[src/rtl/ais_detector.sv]
module ais_detector #(
  parameter int WIN_BITS = 386
) (
  input  logic clk,
  input  logic rst,
  input  logic bit_valid,
  input  logic rx_bit,
  input  logic sync_lost,
  output logic ais
);
  localparam int CW = $clog2(WIN_BITS);

  logic [CW-1:0] win_cnt;
  logic [1:0]    zcnt;
  logic [1:0]    znext;
  logic          win_end;

  assign win_end = bit_valid && (win_cnt == CW'(WIN_BITS - 1));
  assign znext   = (!rx_bit && zcnt != 2'd3) ? zcnt + 2'd1 : zcnt;

  always_ff @(posedge clk) begin
    if (rst || !sync_lost) begin
      win_cnt <= '0;
      zcnt    <= '0;
      ais     <= 1'b0;
    end else if (bit_valid) begin
      if (win_end) begin
        ais     <= (znext != 2'd3);
        win_cnt <= '0;
        zcnt    <= '0;
      end else begin
        win_cnt <= win_cnt + 1'b1;
        zcnt    <= znext;
      end
    end
  end

  a_r1_reset_clear: assert property (@(posedge clk)
    rst |=> (!ais && win_cnt == '0 && zcnt == 2'd0));

  a_r2_needs_loss: assert property (@(posedge clk) disable iff (rst)
    !sync_lost |=> !ais);

  a_r3_set_few_zeros: assert property (@(posedge clk) disable iff (rst)
    (sync_lost && win_end && znext != 2'd3) |=> ais);

  a_r4_clear_many_zeros: assert property (@(posedge clk) disable iff (rst)
    (sync_lost && win_end && znext == 2'd3) |=> !ais);

  a_r5_idle_no_advance: assert property (@(posedge clk) disable iff (rst)
    (sync_lost && !bit_valid) |=> ($stable(win_cnt) && $stable(zcnt)));

  a_r6_hold_between: assert property (@(posedge clk) disable iff (rst)
    (sync_lost && !win_end) |=> $stable(ais));

  a_r7_window_restart: assert property (@(posedge clk) disable iff (rst)
    win_end |=> (win_cnt == '0 && zcnt == 2'd0));
endmodule

[config.mk]
export PLATFORM = sky130hd
export DESIGN_NAME = ais_detector
export DESIGN_NICKNAME = d
export VERILOG_FILES = /design/src/rtl/ais_detector.sv
export SDC_FILE = /design/constraint.sdc
export NUM_CORES = 1
export LEC_CHECK = 0
export ABC_AREA = 1
export BUFFER_PORTS_ARGS = -buffer_cell sky130_fd_sc_hd__buf_2
export CORE_AREA = 10 10 47 49
export DETAILED_ROUTE_END_ITERATION = 16
export DIE_AREA = 0 0 57 59
export PLACE_DENSITY_LB_ADDON = 0.2
export SLEW_MARGIN = 10
export SYNTH_ARGS = -nofsm -noshare
export SYNTH_HDL_FRONTEND = slang
export SYNTH_SLANG_ARGS = --single-unit
export TNS_END_PERCENT = 50
[constraint.sdc]
create_clock -name clk -period 1.3 [get_ports clk]
set_input_delay 0.325 -clock clk [delete_from_list [all_inputs] [get_ports clk]]
set_output_delay 0.325 -clock clk [all_outputs]
set_load 0.02 [all_outputs]
Yosys cells after proc, flatten, opt, wreduce, memory -nomap -nowiden
Index checks and enable logic that the tools add are counted.
Word-level totals
  register bits after elaboration: 12
  output and inout bits: 1
  logic and storage cells: 17
Cells by class
  reductions and logical operators: 6
  eq/ne operators: 3
  muxes and demuxes: 3
  $add $sub $neg: 2
Operator list (count)
  $add A9 B1 Y9 const B: 1
  $eq A9 B9 Y1 const B: 1
  $mux W9: 1
  $mux W2: 2
  $ne A2 B2 Y1 const B: 2
  $add A2 B1 Y2 const B: 1
  $logic_and A1 B1 Y1: 2
  $logic_not A1 Y1: 2
  $reduce_and A2 Y1: 1
  $logic_or A1 B1 Y1: 1

Depth between registers and ports, before layout
  depth after elaboration: 4
  depth in mapped cells: 8
  gate-level depth less buffers: 8

Worst setup path before layout
No wires, ideal clock.
  kind: flip-flop to flip-flop
  start: reg win_cnt[0]
  end: reg ais
  path slack: 0.182 ns
  stages on the path, launching flop included: 7
  clock period less this slack: 1.118 ns
  data arrival time: 1.005 ns
  library setup time: 0.113 ns
  cell sequence: dfxtp_1 -> ha_1 -> nand2_1 -> nor2_1 -> nand3_4 -> nor2_1 -> nor2_1
On the way
  word-level cells in the longest chain between the ends: 3
RTL lines
  start: declaration: line 13  | logic [CW-1:0] win_cnt;
  start signal: assignment: line 32  | win_cnt <= win_cnt + 1'b1;
  $eq A9 B9 Y1: line 18  | assign win_end = bit_valid && (win_cnt == CW'(WIN_BITS - 1));
  $logic_and A1 B1 Y1: line 18
  $reduce_and A2 Y1 (no source line)
  end signal: assignment: line 28  | ais <= (znext != 2'd3);
  end: declaration: line 9  | output logic ais
No other way between the ends.
A chain may end at the register's enable or synchronous reset.

Worst setup path after layout
  start: reg win_cnt[1]
  end: reg ais
The elaborated chain is that of the path after synthesis.

==> flow_metrics.py <==
metrics = {
    "status": {
        "outcome": "completed",
    },
    "routing": {
        "vias": 595,
        "wl_per_cell_um": 9.76,
        "viasPerCell": 4.69,
        "first_pass_iters": 4,
        "drc": 0,
        "totalWireLength_um": 1240,
        "drt_iter0_markers": 4,
        "drtAntennaViolNets": 0,
    },
    "clock_network": {
        "post_cts_buffers": 0,
        "clock_latency_ns": 0.28,
        "clk_root_buffer_cell": "clkbuf_4",
        "cts_buffer_depth": 2,
        "htreeDepth": 1,
        "cts_sinks": 12,
        "cts_tree": "done",
        "cts_buffers": 3,
        "clk_pin_slew_ns": 0.07,
    },
    "sta": {
        "fin_crit_sh_pct": 90.6,
        "timing.fmax_ghz": 0.849,
        "slew_headroom_pct": 87.0,
        "rsz0062_at_grt": "no",
        "finalSetupViolCount": 0,
        "skew_ns": 0.00625,
        "setup_tns_ns": 0,
        "report.final.slew_viol_count": 0,
        "worstMarginPinSlew_ns": 0.195,
        "fin_crit_ns": 1.18,
        "hold_viol_final": 0,
        "layout_setup_ws_ns": 0.122,
    },
    "logic_synthesis": {
        "ys_ff_latch": 12,
        "ys_warn_count": 0,
        "postSynthAreaPerCell_um2": 6.66,
        "syn-num-nets": 111,
        "synth_cells": 103,
        "synth_cell_types": 17,
        "ys_seq_area_share_pct": 35.0,
        "syn_area_um2": 686,
    },
    "die": {
        "rows": 14,
        "die-area_um2": 3360,
        "coreArea_um2": 1400,
        "ios": 6,
        "start_util_pct": 48.9,
        "die_h_um": 59,
        "fp.dieW_um": 57,
    },
    "setup_path": {
        "required_ns": 1.47,
        "max_stage_delay_ns": 0.33,
        "path_common_cell": "nor2_1",
        "cp_slowest_cell": "dfxtp_1",
        "worstPathArrival_ns": 1.35,
        "crit_buf_inv": 1,
        "crit_chain": "inv_1, ha_1, nand2_1, nor2_2, nand3_4, nor2_1, nor2_1",
        "critPathCaptureType": "register",
        "crit_family": "simple AND/OR/NAND/NOR gates",
        "crit_fanout": 10,
        "path_class": "reg -> reg",
        "start_kind": "register",
    },
    "global_route": {
        "grt_pass1_wl_um": 2290,
        "grtUsageTotal_pct": 8.49,
        "overflow": 0,
        "grt_max_degree": 12,
        "grt_pass1_vias": 597,
        "antenna_found_initial": 0,
    },
    "power": {
        "power.switching_uw": 154,
        "peakVddDrop_mv": 0.549,
        "clockPowerShare_pct": 35.8,
        "switching_share_pct": 23.7,
        "p_leak_nw": 0.340,
        "p_int_uw": 496,
        "pwr-share-comb_pct": 6.6,
        "power.density_nw_per_um2": 866,
        "seqPwrFrac_pct": 57.6,
    },
    "placement": {
        "dp_hpwl_um": 985,
        "place_ws_ns": 0.0392,
        "io_buffers": 5,
        "place_congestion": 0.795,
    },
    "hold_path": {
        "hp-class": "in -> reg",
    },
    "layout": {
        "nNetsFinal": 121,
        "drive_gt1_share_pct": 15.3,
        "final_cell_mix": "nand2_1, inv_1, nor2_1",
        "mostFrequentLayoutCell": "nand2_1",
        "area_delta_synth_final_pct": 9.49,
        "fillers": 157,
        "n_antenna_cell": 0,
    },
    "run": {
        "maxCapViolCount": 0,
    },
}
path summary, 6_finish.rpt:
path / startpoint / end / slack, ns / cells past startpoint
hold reg to reg: zcnt[1] / zcnt[1] / 0.48 / 2
setup / recovery: win_cnt[1] / ais / 0.12 / 7
setup reg to reg: win_cnt[1] / ais / 0.12 / 7
hold / removal: bit_valid / win_cnt[2] / 0.40 / 5
power by group through the flow:
| stage | Combinational [mW] | Clock (mW) | Sequential (mW) |
|---|---|---|---|
| after floorplan | 0.0317 | 0 | 0.382 |
| after global placement | 0.0434 | 0 | 0.383 |
| after detailed placement | 0.0433 | 0 | 0.383 |
| after CTS | 0.0434 | 0.241 | 0.374 |
| after global routing | 0.0522 | 0.254 | 0.375 |
| final | 0.0427 | 0.233 | 0.375 |
metrics by stage:
stage	utilization, %	power [mW]	cell area [um^2]	hold slack, ns	cells
final	53.6	0.650	751	0.401	127
after floorplan	-	0.414	686	0.446	103
after global placement	51.7	0.426	724	0.464	124
after global routing	53.6	0.682	751	0.441	127
after CTS	53.3	0.658	747	0.402	127
after detailed placement	51.7	0.426	724	0.463	124
registers in the layout (all words and copies together) (netlist names):
| name | flops |
|---|---|
| zcnt | 2 |
| win_cnt | 9 |
| ais | 1 |
Yosys cell counts:
| library cell | count | area share [%] |
|---|---|---|
| o21bai_1 | 1 | 1.1 |
| ha_1 | 3 | 5.5 |
| nor2_1 | 16 | 8.8 |
| nor2_2 | 2 | 1.8 |
| nor3_1 | 2 | 1.5 |
| clkbuf_8 | 1 | 2.0 |
| o21ai_0 | 1 | 0.73 |
| nand2_1 | 27 | 15 |
| inv_1 | 17 | 9.3 |
| nand2_2 | 2 | 1.8 |
| nand3_1 | 12 | 8.8 |
| xor2_1 | 1 | 1.3 |
| dfxtp_1 | 12 | 35 |
| a21oi_1 | 3 | 2.2 |
| xnor2_1 | 1 | 1.3 |
| nand3_4 | 1 | 2.6 |
| nor2_4 | 1 | 1.6 |
tightest hold or removal path, delay by kind of cell:
| kind | cells | cell delay, ns |
|---|---|---|
| buffers and inverters | 1 | 0.12 |
| and+or+nand+nor | 4 | 0.19 |
what timing repair did:
item	4_1_cts	5_1_grt
endpoints found under the hold margin	0	0
hold buffers	0	0
endpoints found under the setup margin	0	10
resized for setup	0	2
cell families after synthesis:
kind of cell / count (synthesis) / synth area share (%)
xor gates and xnor gates: 2 / 2.56
buffers and inverters: 18 / 11.3
AOI/OAI and AO/OA: 5 / 4.01
DFF: 12 / 35.0
and+or+nand+nor: 63 / 41.6
adders and majority gates: 3 / 5.48
final cells by class:
| type | instances | area [um^2] | share of cell area, % |
|---|---|---|---|
| clock buffers | 3 | 22.5 | 3.00 |
| multi-input cells | 73 | 370 | 49.3 |
| flip-flops and latches | 12 | 241 | 32.2 |
| inverters | 17 | 63.8 | 8.50 |
| well taps | 16 | 20.0 | 2.67 |
| repair buffers | 6 | 32.5 | 4.33 |
routing by layer:
layer	vias to the layer above	part of all wire, %	track usage (%)
met5	-	0	0
met2	9	45	13.5
met1	250	48	9.08
met4	0	3.5	7.05
li1	331	-	-
met3	5	3.1	2.58
Power figures use the tool's default switching activity.
